File: config.mk
export PLATFORM = sky130hd
export DESIGN_NAME = alarm_clock_core
export DESIGN_NICKNAME = d
export VERILOG_FILES = /design/src/rtl/alarm_clk_pkg.sv /design/src/rtl/acc_tick_gen.sv /design/src/rtl/acc_time_keeper.sv /design/src/rtl/acc_alarm_store.sv /design/src/rtl/acc_ring_ctrl.sv /design/src/rtl/alarm_clock_core.sv
export SDC_FILE = /design/constraint.sdc
export NUM_CORES = 1
export LEC_CHECK = 0
export BUFFER_PORTS_ARGS = -buffer_cell sky130_fd_sc_hd__buf_2
export CAP_MARGIN = 20
export CORE_MARGIN = 5
export CORE_UTILIZATION = 56
export DETAILED_ROUTE_END_ITERATION = 12
export HOLD_SLACK_MARGIN = 0.02
export PLACE_DENSITY_LB_ADDON = 0.1
export SKIP_CTS_REPAIR_TIMING = 1
export SLEW_MARGIN = 40
export SYNTH_ARGS = -nofsm -noshare
export SYNTH_HDL_FRONTEND = slang
export SYNTH_SLANG_ARGS = --single-unit
File: constraint.sdc
create_clock -name clk -period 2.86 [get_ports clk]
set_clock_uncertainty 0.2 [all_clocks]
set_input_delay 0.286 -clock clk [delete_from_list [all_inputs] [get_ports clk]]
set_output_delay 0.286 -clock clk [all_outputs]
set_load 0.005 [all_outputs]
File: src/rtl/alarm_clk_pkg.sv
package alarm_clk_pkg;
  typedef enum logic [1:0] {
    MODE_RUN       = 2'b00,
    MODE_SET_TIME  = 2'b01,
    MODE_SET_ALARM = 2'b10,
    MODE_RUN_ALT   = 2'b11
  } acc_mode_e;

  typedef logic [7:0] bcd2_t;

  // Step a two-digit BCD value, wrapping to 00 after lim.
  function automatic bcd2_t bcd_step(input bcd2_t v, input bcd2_t lim);
    if (v == lim)             return 8'h00;
    else if (v[3:0] == 4'd9)  return {v[7:4] + 4'd1, 4'd0};
    else                      return {v[7:4], v[3:0] + 4'd1};
  endfunction
endpackage

File: src/rtl/acc_tick_gen.sv
module acc_tick_gen #(
  parameter int CLK_HZ = 50_000_000
) (
  input  logic clk,
  input  logic rst_n,
  output logic tick_o
);
  localparam int CW = (CLK_HZ > 1) ? $clog2(CLK_HZ) : 1;
  localparam logic [CW-1:0] LAST = CW'(CLK_HZ - 1);

  logic [CW-1:0] cnt;

  always_ff @(posedge clk or negedge rst_n) begin
    if (!rst_n)           cnt <= '0;
    else if (cnt == LAST) cnt <= '0;
    else                  cnt <= cnt + 1'b1;
  end

  assign tick_o = (cnt == LAST);

  a_r2_tick_spacing: assert property (@(posedge clk) disable iff (!rst_n)
    tick_o |=> !tick_o);
endmodule

File: src/rtl/acc_time_keeper.sv
module acc_time_keeper
  import alarm_clk_pkg::*;
(
  input  logic  clk,
  input  logic  rst_n,
  input  logic  tick_i,
  input  logic  set_i,
  input  logic  sel_hours_i,
  input  logic  inc_i,
  output bcd2_t hours_o,
  output bcd2_t mins_o,
  output bcd2_t secs_o
);
  logic sec_wrap, min_wrap;
  assign sec_wrap = (secs_o == 8'h59);
  assign min_wrap = sec_wrap && (mins_o == 8'h59);

  always_ff @(posedge clk or negedge rst_n) begin
    if (!rst_n) begin
      hours_o <= 8'h00;
      mins_o  <= 8'h00;
      secs_o  <= 8'h00;
    end else if (set_i) begin
      secs_o <= 8'h00;
      if (inc_i) begin
        if (sel_hours_i) hours_o <= bcd_step(hours_o, 8'h23);
        else             mins_o  <= bcd_step(mins_o, 8'h59);
      end
    end else if (tick_i) begin
      secs_o <= bcd_step(secs_o, 8'h59);
      if (sec_wrap) mins_o  <= bcd_step(mins_o, 8'h59);
      if (min_wrap) hours_o <= bcd_step(hours_o, 8'h23);
    end
  end

  a_r4_fields_hold: assert property (@(posedge clk) disable iff (!rst_n)
    (set_i && !inc_i) |=> ($stable(hours_o) && $stable(mins_o)));
  a_r4_secs_zero: assert property (@(posedge clk) disable iff (!rst_n)
    set_i |=> (secs_o == 8'h00));
  a_r3_bcd_range: assert property (@(posedge clk) disable iff (!rst_n)
    (secs_o <= 8'h59) && (mins_o <= 8'h59) && (hours_o <= 8'h23) &&
    (secs_o[3:0] <= 4'd9) && (mins_o[3:0] <= 4'd9) && (hours_o[3:0] <= 4'd9));
endmodule

File: src/rtl/acc_alarm_store.sv
module acc_alarm_store
  import alarm_clk_pkg::*;
(
  input  logic  clk,
  input  logic  rst_n,
  input  logic  set_i,
  input  logic  sel_hours_i,
  input  logic  inc_i,
  output bcd2_t alm_hours_o,
  output bcd2_t alm_mins_o
);
  always_ff @(posedge clk or negedge rst_n) begin
    if (!rst_n) begin
      alm_hours_o <= 8'h00;
      alm_mins_o  <= 8'h00;
    end else if (set_i && inc_i) begin
      if (sel_hours_i) alm_hours_o <= bcd_step(alm_hours_o, 8'h23);
      else             alm_mins_o  <= bcd_step(alm_mins_o, 8'h59);
    end
  end

  a_r5_alarm_hold: assert property (@(posedge clk) disable iff (!rst_n)
    !set_i |=> ($stable(alm_hours_o) && $stable(alm_mins_o)));
endmodule

File: src/rtl/acc_ring_ctrl.sv
module acc_ring_ctrl
  import alarm_clk_pkg::*;
#(
  parameter int CHIME_SECS = 1,
  parameter int ALARM_SECS = 10
) (
  input  logic  clk,
  input  logic  rst_n,
  input  logic  tick_i,
  input  logic  adv_i,
  input  logic  chime_en_i,
  input  logic  alarm_en_i,
  input  bcd2_t hours_i,
  input  bcd2_t mins_i,
  input  bcd2_t secs_i,
  input  bcd2_t alm_hours_i,
  input  bcd2_t alm_mins_i,
  output logic  ring_o
);
  localparam int CCW = $clog2(CHIME_SECS + 1);
  localparam int ACW = $clog2(ALARM_SECS + 1);

  logic           adv_d;
  logic [CCW-1:0] chime_cnt;
  logic [ACW-1:0] alarm_cnt;
  logic           hour_hit, alarm_hit;

  // Only a real clock advance, seen one cycle later, may start a ring.
  always_ff @(posedge clk or negedge rst_n) begin
    if (!rst_n) adv_d <= 1'b0;
    else        adv_d <= adv_i;
  end

  assign hour_hit  = adv_d && (mins_i == 8'h00) && (secs_i == 8'h00);
  assign alarm_hit = adv_d && (secs_i == 8'h00) &&
                     (hours_i == alm_hours_i) && (mins_i == alm_mins_i);

  always_ff @(posedge clk or negedge rst_n) begin
    if (!rst_n)                          chime_cnt <= '0;
    else if (hour_hit && chime_en_i)     chime_cnt <= CCW'(CHIME_SECS);
    else if (tick_i && chime_cnt != '0)  chime_cnt <= chime_cnt - 1'b1;
  end

  always_ff @(posedge clk or negedge rst_n) begin
    if (!rst_n)                          alarm_cnt <= '0;
    else if (!alarm_en_i)                alarm_cnt <= '0;
    else if (alarm_hit)                  alarm_cnt <= ACW'(ALARM_SECS);
    else if (tick_i && alarm_cnt != '0)  alarm_cnt <= alarm_cnt - 1'b1;
  end

  assign ring_o = (chime_cnt != '0) || (alarm_cnt != '0);

  a_r7_chime_start: assert property (@(posedge clk) disable iff (!rst_n)
    (hour_hit && chime_en_i) |=> ring_o);
  a_r8_alarm_start: assert property (@(posedge clk) disable iff (!rst_n)
    (alarm_hit && alarm_en_i) |=> ring_o);
  a_r10_cancel: assert property (@(posedge clk) disable iff (!rst_n)
    !alarm_en_i |=> (alarm_cnt == '0));
  a_r11_no_ring_while_idle: assert property (@(posedge clk) disable iff (!rst_n)
    (!adv_d && !ring_o) |=> !ring_o);
endmodule

File: src/rtl/alarm_clock_core.sv
module alarm_clock_core
  import alarm_clk_pkg::*;
#(
  parameter int CLK_HZ     = 50_000_000,
  parameter int CHIME_SECS = 1,
  parameter int ALARM_SECS = 10
) (
  input  logic       clk,
  input  logic       rst_n,
  input  logic [1:0] mode_i,
  input  logic       sel_hours_i,
  input  logic       inc_i,
  input  logic       chime_en_i,
  input  logic       alarm_en_i,
  output logic [7:0] hours_o,
  output logic [7:0] mins_o,
  output logic [7:0] secs_o,
  output logic [7:0] alm_hours_o,
  output logic [7:0] alm_mins_o,
  output logic       ring_o
);
  acc_mode_e mode;
  logic      tick, set_time, set_alarm;

  assign mode      = acc_mode_e'(mode_i);
  assign set_time  = (mode == MODE_SET_TIME);
  assign set_alarm = (mode == MODE_SET_ALARM);

  acc_tick_gen #(.CLK_HZ(CLK_HZ)) u_tick (
    .clk(clk), .rst_n(rst_n), .tick_o(tick)
  );

  acc_time_keeper u_time (
    .clk(clk), .rst_n(rst_n), .tick_i(tick), .set_i(set_time),
    .sel_hours_i(sel_hours_i), .inc_i(inc_i),
    .hours_o(hours_o), .mins_o(mins_o), .secs_o(secs_o)
  );

  acc_alarm_store u_alarm (
    .clk(clk), .rst_n(rst_n), .set_i(set_alarm),
    .sel_hours_i(sel_hours_i), .inc_i(inc_i),
    .alm_hours_o(alm_hours_o), .alm_mins_o(alm_mins_o)
  );

  acc_ring_ctrl #(.CHIME_SECS(CHIME_SECS), .ALARM_SECS(ALARM_SECS)) u_ring (
    .clk(clk), .rst_n(rst_n), .tick_i(tick), .adv_i(tick && !set_time),
    .chime_en_i(chime_en_i), .alarm_en_i(alarm_en_i),
    .hours_i(hours_o), .mins_i(mins_o), .secs_i(secs_o),
    .alm_hours_i(alm_hours_o), .alm_mins_i(alm_mins_o),
    .ring_o(ring_o)
  );
endmodule

==> qor.csv <==
stage,metric,value,unit
global_route,antenna_found_initial,0,
clock_network,cts_buffers,9,
setup_path,crit_chain,ha_1 > and4_1 > and4b_1 > and4_4 > a21oi_2 > nand2b_1 > mux2_2,
clock_network,htreeDepth,3,
logic_synthesis,syn_inst,426,
clock_network,cts_tree,done,
setup_path,critPathCaptureType,flip-flop,
sta,finalMaxSlewViolations,0,
clock_network,clockRootBuffer,clkbuf_8,
floorplan,die_w,95.39,um
setup_path,cpPeakStageDelay,0.41,ns
global_route,grtUsageTotal,20.53,%
clock_network,clkTransAtPathRegs,0.07,ns
sta,relSlewSlack,66.26,%
setup_path,critPathArrivalTime,2.64,ns
setup_path,cp-start-kind,flip-flop,
sta,finalCriticalPeriod,2.611,ns
sta,fin_tns_setup,0,ns
drt,avgRoutedWirePerCell,14.38,um
placement,dp_hpwl,6.242,mm
drt,routed_wirelength,8.426,mm
power,ir_worst_vdd,0.4592,mV
sta,rsz0062_at_grt,no,
placement,placement.io_buffers,48,
logic_synthesis,ys_warn_count,0,
logic_synthesis,syn_area,4083,um2
drt,route.vias.total,3208,
sta,fin_crit_sh,91.30,%
logic_synthesis,synthFlopType,dfrtp_1,
global_route,grt_max_degree,73,
drt,drc,0,
global_route,grt-ovfl-total,0,
finish,layout-drive-gt1-share,17.25,%
setup_path,path_class,reg2reg,
logic_synthesis,synth_edf_count,0,
logic_synthesis,syn_nets,461,
drt,via_per_inst,5.474,
sta,worst_pin_slew,0.4996,ns
floorplan,dieArea,9098,um2
logic_synthesis,synth.avg_cell_area,9.584,um2
floorplan,rows,31,
finish,nets,517,
clock_network,clock_latency,0.34,ns
global_route,grt_pass1_vias,3143,
drt,drt-initial-drc-count,104,
run_status,status,"complete, no violations",
placement,gp_congestion,0.8533,
logic_synthesis,yosysSeqAreaShare,44.13,%
worst_hold_path,hp-class,in2reg,
finish,final_area,4639,um2
floorplan,die_h,95.39,um
setup_path,crit_fanout,14,
sta,final-hold-violation-count,0,
placement,post_dp_cell_area,4439,um2
power,p_leak,2.181,nW
logic_synthesis,async_reset_ff_share,100.0,%
power,power_density,635.6,nW/um2
floorplan,ios,49,
setup_path,worst_ep_required_time,2.89,ns
floorplan,core-area,7176,um2
floorplan,initial_core_util,56.90,%
clock_network,numClockSinks,72,
sta,max_freq,383.0,MHz
drt,drt_first_pass_iters,4,
clock_network,clock_path_buffers,2,
sta,setup_violations,0,
job,drv_cap,0,
setup_path,cpMaxStageDelayCell,dfrtp_1,
global_route,grt_first_pass_wirelength,14.61,mm
logic_synthesis,synth_seq_cells,72,
logic_synthesis,synth.distinct_cells,53,
finish,areaGrowthSynthToFinish,13.64,%
drt,ant_nets,0,
sta,holdWs,0.1171,ns
finish,diodes,0,
## cell type report
class / instances / area, um2
fillers: 627 / 2536
multi-input cells: 326 / 2160
flip-flops and latches: 72 / 1802
repair buffers: 54 / 302.8
clock buffers: 12 / 135.1
well taps: 99 / 123.9
inverters: 19 / 71.32
clock inverters: 4 / 45.04
## final timing paths
path                       slack [ns]  cells after the start                     from                            end
max                              0.25                      7  u_tick.cnt[0]$_DFF_PN0_   u_time.mins_o[4]$_DFFE_PN0P_
min reg2reg                      0.29                      1  u_tick.cnt[0]$_DFF_PN0_        u_tick.cnt[0]$_DFF_PN0_
min                              0.12                      3                mode_i[1]         u_ring.adv_d$_DFF_PN0_
max in group asynchronous        1.86                      3                    rst_n  u_time.hours_o[1]$_DFFE_PN0P_
max reg2reg                      0.25                      7  u_tick.cnt[0]$_DFF_PN0_   u_time.mins_o[4]$_DFFE_PN0P_
min in group asynchronous        0.30                      3                    rst_n   u_time.secs_o[7]$_DFFE_PN0P_
## synthesized netlist by cell type, types with 2 or more instances
| master | count | area, um2 |
|---|---|---|
| and4_1 | 2 | 17.52 |
| and3_1 | 2 | 12.51 |
| or2_1 | 2 | 12.51 |
| inv_1 | 19 | 71.32 |
| nor4bb_1 | 3 | 30.03 |
| a21oi_1 | 11 | 55.05 |
| nand2b_1 | 7 | 43.79 |
| nor3_1 | 13 | 65.06 |
| o21ai_0 | 34 | 170.2 |
| nor2b_1 | 5 | 31.28 |
| nand3b_1 | 6 | 45.04 |
| a21o_1 | 6 | 45.04 |
| or4b_1 | 2 | 20.02 |
| a22o_1 | 2 | 17.52 |
| nand4_1 | 9 | 56.30 |
| ha_1 | 27 | 337.8 |
| nand2_2 | 2 | 12.51 |
| nand3_1 | 23 | 115.1 |
| dfrtp_1 | 72 | 1802 |
| nor4_1 | 5 | 31.28 |
| mux2i_1 | 2 | 20.02 |
| clkbuf_1 | 6 | 22.52 |
| o31ai_1 | 3 | 22.52 |
| or3_1 | 5 | 31.28 |
| or4_1 | 3 | 22.52 |
| a21oi_2 | 2 | 17.52 |
| nand2_1 | 47 | 176.4 |
| xnor2_1 | 16 | 140.1 |
| buf_6 | 2 | 22.52 |
| mux2_2 | 6 | 67.56 |
| nor2_1 | 34 | 127.6 |
| o21a_1 | 2 | 15.01 |
| or2_2 | 3 | 18.77 |
| xor2_1 | 24 | 210.2 |
## through the flow
step	utilization, %	instances	setup slack (ns)	total power, mW
after floorplan	-	426	0.5368	1.890
after global placement	61.87	568	0.3398	2.192
after detailed placement	61.87	568	0.2687	2.214
after CTS	64.38	584	0.2529	2.986
after global routing	64.66	586	0.1033	3.177
final	64.66	586	0.2489	2.949
## registers in the layout, summed over array words and instances, names as in the netlist
| signal | count |
|---|---|
| u_time.hours_o | 8 |
| u_ring.adv_d | 1 |
| u_time.mins_o | 8 |
| u_alarm.alm_hours_o | 8 |
| u_ring.chime_cnt | 1 |
| u_alarm.alm_mins_o | 8 |
| u_ring.alarm_cnt | 4 |
| u_time.secs_o | 8 |
| u_tick.cnt | 26 |
## cells by family after synthesis
kind of cell / synth area share, %
adders and majority gates: 8.274
DFF: 44.13
muxes: 2.145
xor gates and xnor gates: 8.581
buffers and inverters: 2.973
and+or+nand+nor: 24.00
AOI/OAI and AO/OA: 9.899
## critical path: cells and delay by family (launching register included)
| family | cells | cell delay [ns] |
|---|---|---|
| AO/OA/AOI/OAI | 1 | 0.39 |
| adder cells (fa/ha/maj) | 1 | 0.26 |
| flip-flops | 1 | 0.41 |
| multiplexers | 1 | 0.34 |
| AND/OR/NAND/NOR | 4 | 0.89 |
## power by group
part / internal (mW) / leakage [nW] / switching [mW] / total [mW]
Combinational: 0.379 / 1.14 / 0.373 / 0.752
Sequential: 1.15 / 0.951 / 0.280 / 1.43
Clock: 0.400 / 0.0941 / 0.367 / 0.767
## routing by layer
layer	vias up	global-route usage, %	wire, um
met5	-	0	0
met4	0	6.043	101
met3	12	4.341	281
met2	50	35.22	4186
met1	1547	26.07	3856
li1	1599	-	-
## cells in the final DEF, fill, tap and decap left out, drive strengths merged, types with 3 or more instances in the layout
cell type	synthesis	layout
and4	3	3
nor4bb	3	3
o31ai	3	3
o21ai	34	34
ha	27	27
a22o	3	3
nand4	9	9
xnor2	16	16
or3	6	6
buf	3	52
nor4	6	6
nor2b	5	5
nor3	14	14
nand3	23	23
inv	19	19
a21o	6	6
xor2	24	24
a21oi	13	13
or2	5	5
dfrtp	72	72
nor2	34	34
clkinv	0	3
or4	3	3
nand2	49	49
or4b	3	3
nand2b	7	7
clkbuf	6	12
nand3b	6	6
mux2	6	6
Power figures use the tool's default switching activity.
